### config.mk
export PLATFORM = sky130hd
export DESIGN_NAME = ackchain_interrupter
export DESIGN_NICKNAME = d
export VERILOG_FILES = /design/src/rtl/ackchain_pkg.sv /design/src/rtl/ackchain_ctrl.sv /design/src/rtl/ackchain_dp.sv /design/src/rtl/ackchain_interrupter.sv
export SDC_FILE = /design/constraint.sdc
export NUM_CORES = 1
export LEC_CHECK = 0
export ABC_AREA = 0
export CORE_ASPECT_RATIO = 0.7
export CORE_MARGIN = 4
export CORE_UTILIZATION = 56
export DETAILED_ROUTE_END_ITERATION = 10
export DONT_BUFFER_PORTS = 1
export GPL_TIMING_DRIVEN = 0
export HOLD_SLACK_MARGIN = 0.15
export PLACE_DENSITY = 0.74
export SLEW_MARGIN = 20
export SYNTH_ARGS = -nofsm -noshare
export SYNTH_HDL_FRONTEND = slang
export SYNTH_SLANG_ARGS = --single-unit
### constraint.sdc
create_clock -name clk -period 1.6 [get_ports clk]
set_input_delay 0.24 -clock clk [delete_from_list [all_inputs] [get_ports clk]]
set_output_delay 0.24 -clock clk [all_outputs]
set_load 0.005 [all_outputs]
### src/rtl/ackchain_pkg.sv
package ackchain_pkg;

  localparam int LEVEL_W   = 3;
  localparam int NUM_LINES = (1 << LEVEL_W) - 1;

  typedef enum logic [1:0] {
    ID_RAW      = 2'd0,
    ID_USER_EVT = 2'd1,
    ID_NO_CAUSE = 2'd2,
    ID_REQ_TRUE = 2'd3
  } idKind_e;

  typedef enum logic [1:0] {
    ST_IDLE   = 2'd0,
    ST_ANSWER = 2'd1,
    ST_PASS   = 2'd2
  } ackState_e;

  // Strobes from control to datapath
  typedef struct packed {
    logic captureId;   // latch status/ID and enable the data lines
    logic releaseBus;  // clear the data lines
  } dpStrobe_t;

endpackage

### src/rtl/ackchain_ctrl.sv
module ackchain_ctrl
  import ackchain_pkg::*;
(
  input  logic               clk,
  input  logic               rstN,
  input  logic [LEVEL_W-1:0] levelCfg,
  input  logic               reqStrobe,
  input  logic               iackInN,
  input  logic [LEVEL_W-1:0] ackLevel,
  output logic               pending,
  output dpStrobe_t          strobe,
  output logic               dtackN,
  output logic               iackOutN
);

  ackState_e state;
  logic      heldReq;
  logic      iackActive;
  logic      levelOn;
  logic      claimHit;

  assign iackActive = !iackInN;
  assign levelOn    = (levelCfg != '0);
  assign claimHit   = pending && levelOn && (ackLevel == levelCfg);

  always_ff @(posedge clk or negedge rstN) begin
    if (!rstN) begin
      state   <= ST_IDLE;
      pending <= 1'b0;
      heldReq <= 1'b0;
    end else if (iackActive) begin
      // Requests during a cycle wait for its release
      heldReq <= heldReq | reqStrobe;
      if (state == ST_IDLE) begin
        if (claimHit) begin
          state   <= ST_ANSWER;
          pending <= 1'b0;
        end else begin
          state <= ST_PASS;
        end
      end
    end else begin
      state   <= ST_IDLE;
      pending <= pending | heldReq | reqStrobe;
      heldReq <= 1'b0;
    end
  end

  always_comb begin
    strobe.captureId  = iackActive && (state == ST_IDLE) && claimHit;
    strobe.releaseBus = !iackActive;
  end

  assign dtackN   = (state != ST_ANSWER);
  assign iackOutN = (state != ST_PASS);

endmodule

### src/rtl/ackchain_dp.sv
module ackchain_dp
  import ackchain_pkg::*;
#(
  parameter int DATA_W = 32
) (
  input  logic               clk,
  input  logic               rstN,
  input  logic [LEVEL_W-1:0] levelCfg,
  input  logic               pending,
  input  dpStrobe_t          strobe,
  input  logic [7:0]         logicalAddr,
  input  logic [7:0]         causeCode,
  input  logic [5:0]         eventCode,
  input  logic [1:0]         idKind,
  input  logic [15:0]        upperWord,
  output logic [NUM_LINES-1:0] irqN,
  output logic [DATA_W-1:0]  dataOut,
  output logic               dataOe
);

  logic [7:0]        causeByte;
  logic [DATA_W-1:0] idWord;
  logic [DATA_W-1:0] dataReg;
  logic              oeReg;

  always_comb begin
    unique case (idKind_e'(idKind))
      ID_RAW:      causeByte = causeCode;
      ID_USER_EVT: causeByte = {2'b10, eventCode};
      ID_NO_CAUSE: causeByte = 8'hFF;
      default:     causeByte = 8'hFD;
    endcase
  end

  generate
    if (DATA_W == 8) begin : g_w8
      assign idWord = logicalAddr;
    end else if (DATA_W == 16) begin : g_w16
      assign idWord = {causeByte, logicalAddr};
    end else begin : g_w32
      assign idWord = {upperWord, causeByte, logicalAddr};
    end
  endgenerate

  // One request line per level
  generate
    for (genvar i = 0; i < NUM_LINES; i++) begin : g_line
      assign irqN[i] = !(pending && (levelCfg == LEVEL_W'(i + 1)));
    end
  endgenerate

  always_ff @(posedge clk or negedge rstN) begin
    if (!rstN) begin
      dataReg <= '0;
      oeReg   <= 1'b0;
    end else if (strobe.releaseBus) begin
      dataReg <= '0;
      oeReg   <= 1'b0;
    end else if (strobe.captureId) begin
      dataReg <= idWord;
      oeReg   <= 1'b1;
    end
  end

  assign dataOut = dataReg;
  assign dataOe  = oeReg;

endmodule

### src/rtl/ackchain_interrupter.sv
module ackchain_interrupter
  import ackchain_pkg::*;
#(
  parameter int DATA_W = 32
) (
  input  logic              clk,
  input  logic              rstN,
  input  logic [2:0]        levelCfg,
  input  logic [7:0]        logicalAddr,
  input  logic [7:0]        causeCode,
  input  logic [5:0]        eventCode,
  input  logic [1:0]        idKind,
  input  logic [15:0]       upperWord,
  input  logic              reqStrobe,
  input  logic              iackInN,
  input  logic [2:0]        ackLevel,
  output logic [6:0]        irqN,
  output logic              iackOutN,
  output logic              dtackN,
  output logic [DATA_W-1:0] dataOut,
  output logic              dataOe
);

  logic      pending;
  dpStrobe_t strobe;

  ackchain_ctrl u_ctrl (
    .clk       (clk),
    .rstN      (rstN),
    .levelCfg  (levelCfg),
    .reqStrobe (reqStrobe),
    .iackInN   (iackInN),
    .ackLevel  (ackLevel),
    .pending   (pending),
    .strobe    (strobe),
    .dtackN    (dtackN),
    .iackOutN  (iackOutN)
  );

  ackchain_dp #(.DATA_W(DATA_W)) u_dp (
    .clk         (clk),
    .rstN        (rstN),
    .levelCfg    (levelCfg),
    .pending     (pending),
    .strobe      (strobe),
    .logicalAddr (logicalAddr),
    .causeCode   (causeCode),
    .eventCode   (eventCode),
    .idKind      (idKind),
    .upperWord   (upperWord),
    .irqN        (irqN),
    .dataOut     (dataOut),
    .dataOe      (dataOe)
  );

endmodule

* After elaboration in Yosys (flattened, before gate mapping)
Index checks and enable logic that the tools add are counted.
Storage, ports and cells: register bits after elaboration 37, input port bits 50, output and inout bits 42, logic and storage cells 58
Operators by class: equality and inequality tests 12, muxes and demuxes 12, bitwise gates (word level) 3, reduce and logical (&&, ||, !) cells 26
Operators by type and width (number):
- $mux W32 | 2
- $pmux W8 S3 | 1
- $eq A3 B3 Y1 const B | 4
- $logic_and A1 B1 Y1 | 11
- $logic_not A1 Y1 | 8
- $eq A3 B2 Y1 const B | 2
- $mux W1 | 6
- $mux W2 | 3
- $reduce_bool A2 Y1 | 3
- $logic_not A2 Y1 | 2
- $eq A3 B1 Y1 const B | 1
- $eq A3 B3 Y1 | 1
- $or A1 B1 Y1 | 3
- $reduce_bool A3 Y1 | 1
- $eq A2 B1 Y1 const B | 1
- $eq A2 B2 Y1 const B | 1
- $ne A2 B1 Y1 const B | 1
- $ne A2 B2 Y1 const B | 1
- $reduce_and A2 Y1 | 1

* Longest topological paths before layout
word-level depth 6, depth in mapped cells 7, mapped depth without buffers 5

* By module
From an unflattened synthesis, not the netlist that was laid out.
Second synthesis, totals: cell total of the unflattened synthesis 160, area total of the unflattened synthesis 1762.9 µm²
By module, submodules not included:
- ackchain_dp | times used 1, cells each 136, area each 1522.7 µm², sequential area each 825.8 µm²
- ackchain_ctrl | times used 1, cells each 24, area each 240.2 µm², sequential area each 100.1 µm²

* Worst setup path before layout
No wires, ideal clock.
kind reg2reg, from register u_ctrl.pending, to register u_dp.dataReg[9] (netlist: u_dp.dataOut[9]), library setup time 0.078 ns, data arrival time 1.402 ns, required time 1.522 ns, slack 0.120 ns, stages on the path, launching flop included 5, buffers on the path 1, period minus slack after synthesis 1.480 ns, cells stage by stage dfrtp_1 clkbuf_1 nand4_2 or4_1 a21oi_1
Between the ends: word-level cells in the longest chain between the ends 4
RTL lines:
- start, declared | line ackchain_ctrl.sv:10 | output logic pending,
- start signal, assigned | line ackchain_ctrl.sv:44 | pending <= pending | heldReq | reqStrobe;
- $logic_and A1 B1 Y1 (2 in series) | line ackchain_ctrl.sv:24 | assign claimHit = pending && levelOn && (ackLevel == levelCfg);
- $logic_and A1 B1 Y1 | line ackchain_ctrl.sv:50 | strobe.captureId = iackActive && (state == ST_IDLE) && claimHit;
- $reduce_bool A2 Y1 (no source line)
- end signal, assigned | line ackchain_dp.sv:60 | dataReg <= idWord;
- end, declared | line ackchain_dp.sv:23 | logic [DATA_W-1:0] dataReg;
No other way between the ends. A chain may end at the register's enable or synchronous reset.

* Worst setup path in the final report
from register u_ctrl.state[1], to register u_dp.dataReg[11] (netlist: u_dp.dataOut[11])
Between the ends: word-level cells in the longest chain between the ends 4
RTL lines:
- start, declared | line ackchain_ctrl.sv:16 | ackState_e state;
- start signal, assigned | line ackchain_ctrl.sv:28 | state <= ST_IDLE;
- start signal, assigned | line ackchain_ctrl.sv:36 | state <= ST_ANSWER;
- start signal, assigned | line ackchain_ctrl.sv:39 | state <= ST_PASS;
- $logic_not A2 Y1 | line ackchain_ctrl.sv:50
- $logic_and A1 B1 Y1 (2 in series) | line ackchain_ctrl.sv:50
- $reduce_bool A2 Y1 (no source line)
No other way between the ends.

==> reports/qor.csv <==
stage,metric,value,unit
layout,synth-to-layout area growth,25.8,%
drt,drt first pass iters,5,
yosys,syn_area_per_cell,9.34,um^2
worst_setup_path,Crit Path Max Fanout,10,
clock_tree,total CTS buffers,5,
timing,Setup TNS,0,ps
timing,worst-margin pin slew,473,ps
clock_tree,clock latency on the worst-skew pair,280,ps
clock_tree,CTS H-tree lvls,2,
worst_setup_path,Reg2Reg Launch Point,u_ctrl.state[1],
worst_setup_path,Setup CP Type,flop to flop,
pwr,leakage power,0.924,nW
layout,final core utilization,0.775,
timing,worst hold slack,228,ps
pwr,switch share,0.248,
yosys,Compound-Gate Fraction of Synth Area,0.245,
layout,nets,283,
drt,Routed met2 length,2.60,mm
floorplan,Initial Util,0.616,
floorplan,cell row count,16,
global_routing,largest net degree at the start of global routing,38,
yosys,most used flip-flop cell after synthesis,dfrtp_1,
placed_design,Detailed Place HPWL,3.58,mm
drt,DR top layer,met4,
yosys,Synth Net Count,249,
floorplan,full die area,4220,um^2
yosys,Ys Warns,0,
drt,wire length on met3,566,um
yosys,Post-Synth Simple-Gate Area,0.143,
timing,Max Slew Vio Count,0,
timing,fin crit share,0.962,
drt,vias after detailed routing,1687,
timing,RSZ-0062 raised after global routing,no,
worst_setup_path,crit-path cells,nor2_2 -> and4_2 -> buf_4 -> a21oi_1 -> a311oi_1,
drt,routed wire length per instance,19.5,um
layout,most frequent cells in the layout,"36 x dfrtp_1, 32 x a21oi_1, 28 x nand3_1",
flow_run,Max-Cap Viols,0,
worst_hold_path,Worst Hold Launch,causeCode[4],
clock_tree,clock sinks,37,
yosys,mux contribution to synthesized area,0,
timing,final worst slack,60.2,ps
worst_setup_path,kind of end point of the critical path,flop,
global_routing,global route overflow,0,
floorplan,Die Width,76.0,um
global_routing,number of global-route vias before repair,1604,
yosys,area share of the largest cell type after synthesis,0.511,
worst_setup_path,WP data arrival,1720,ps
global_routing,initial antenna violation count,0,
pwr,Pwr Density,933,nW/um^2
worst_hold_path,Worst Hold Depth,2,
worst_setup_path,Worst EP required,1780,ps
worst_hold_path,HP Class,input port to flop,
timing,"Hold Vio Cnt, Final",0,
placed_design,Routability Congestion,0.840,
timing,Final min period,1540,ps
pwr,internal power,1.60,mW
timing,Fin Clk Skew,4.95,ps
worst_setup_path,Setup crit start kind,flop,
status,status,completed,
clock_tree,Root Driver,clkbuf_8,
pwr,Clk pwr share,0.388,
yosys,area of the mapped netlist,1810,um^2
pwr,total power,2.13,mW
layout,layout cells sized above 1,0.0873,
worst_setup_path,Max stage delay on crit path,400,ps
worst_setup_path,r2r worst-path depth,5,
clock_tree,CTS tree,yes,
layout,"most common cell after layout, fill and taps aside",dfrtp_1,
drt,Final Routed Wirelength,5.18,mm
floorplan,CORE AREA,2940,um^2
yosys,"area leader, netlist",dfrtp_1,
yosys,area share of fa/ha/maj cells after synthesis,0.0345,
floorplan,Die H,55.6,um
yosys,main area contributors after synthesis,"dfrtp_1 51%, a21oi_1 8.8%, nand3_1 7.7%, o21ai_0 7.5%, ha_1 3.5%",
yosys,largest family of logic cells by synthesized area,compound AO/OA/AOI/OAI gates,
yosys,post-synthesis cell count,194,
global_routing,first-pass GRT wire length,8.22,mm
timing,Rel. slew slack,0.683,
layout,# diodes,0,
placed_design,port bufs,0,
drt,# DRC,0,
yosys,"Seq/Total Area, Yosys",0.511,
pwr,Sw Pwr,0.527,mW
drt,Via density,6.37,
worst_setup_path,"Slowest-stage cell, CP",dfrtp_1,
worst_setup_path,Setup crit start,u_ctrl.state[1],
pwr,VDD IR max,649,uV
yosys,Synth Register Bits,37,
pwr,Gate power share,0.144,
drt,DRT met1 WL,1.98,mm
timing,Final Setup Violations,0,
global_routing,GR Util All Layers,0.242,
drt,starting DRC count in detailed routing,134,
yosys,number of distinct library cells after synthesis,29,
yosys,XOR/XNOR share of the synthesized area,0.0138,
placed_design,Post-Place Worst Slack,-166,ps
yosys,number of flops mapped to enable cells by yosys,0,
timing,achievable frequency,649,MHz
pwr,sequential share of power,0.468,
yosys,ys async rst share,1.00,
drt,Antenna Nets Post-Route,0,
clock_tree,"Clk pin slew, worst setup/hold paths",70,ps
floorplan,I/O pins,92,
clock_tree,clk buf depth,2,
stage by stage:
stage / instances / instance area [um^2]
floorplan: 194 / 1810
global placement: 230 / 1860
detailed placement: 230 / 1860
CTS: 264 / 2270
global route: 265 / 2280
finish: 265 / 2280
worst max-delay path, delay by kind of cell (launching register included):
| family | cells | cell delay [ps] |
|---|---|---|
| DFF | 1 | 400 |
| buffers and inverters | 1 | 190 |
| AOI/OAI and AO/OA | 2 | 370 |
| and+or+nand+nor | 2 | 480 |
Yosys cell counts (2+ instances only):
cell type,number
dfrtp_1,37
a21oi_1,32
nand3_1,28
o21ai_0,27
clkbuf_1,13
a311oi_1,6
nor2_1,6
a22oi_1,5
ha_1,5
nand2_1,5
buf_2,4
inv_1,3
nor2b_1,3
o21a_1,3
a211oi_1,2
nand2b_1,2
flip-flops by register name (all words and copies together), names as in the netlist:
name            count
u_dp.dataOe         1
u_ctrl.heldReq      1
u_ctrl.pending      1
u_dp.dataOut       32
u_ctrl.state        2
logic make-up (layout without fill, tap and decap cells):
| group | after synthesis | in the layout |
|---|---|---|
| AO/OA/AOI/OAI | 78 | 78 |
| XOR/XNOR | 2 | 2 |
| adder cells (fa/ha/maj) | 5 | 5 |
| buffers and inverters | 22 | 57 |
| flip-flops | 37 | 37 |
| AND/OR/NAND/NOR | 50 | 50 |
power groups by stage:
| stage | combinational (mW) | clock, mW | sequential (mW) |
|---|---|---|---|
| after CTS | 0.298 | 0.836 | 0.994 |
| after detailed placement | 0.219 | 0 | 1.01 |
| after global routing | 0.341 | 0.871 | 0.997 |
| after global placement | 0.206 | 0 | 1.01 |
| final | 0.307 | 0.825 | 0.995 |
| after floorplan | 0.170 | 0 | 1.00 |
path summary, 6_finish.rpt:
path	end	slack (ps)
worst max-delay path	u_dp.dataOut[11]	60
worst min-delay path	u_dp.dataOut[12]	230
worst max register to register	u_dp.dataOut[11]	60
worst min register to register	u_ctrl.heldReq	510
max in group asynchronous	u_ctrl.pending	1000
min in group asynchronous	u_dp.dataOut[12]	400
layer usage:
metal  track usage  up-vias
met3         0.100        4
met1         0.299      809
met5             0        -
met2         0.387      104
li1              -      770
met4        0.0736        0
area by class of cell:
cell class,instances,area [um^2]
buffer,17,78.8
sequential,37,927
multi-input combinational,135,803
inverter,3,11.3
clock buffer,7,86.3
tap,36,45.0
timing repair buffer,29,298
fill,205,663
clock inverter,1,30.0
repair_timing:
action / CTS / global route
setup endpoints to repair: 33 / 15
hold endpoints to repair: 64 / 0
resized for setup: 3 / 2
hold buffers: 28 / 0
buffers inserted: 0 / 1
pin swaps: 0 / 1
Power figures use the tool's default switching activity.
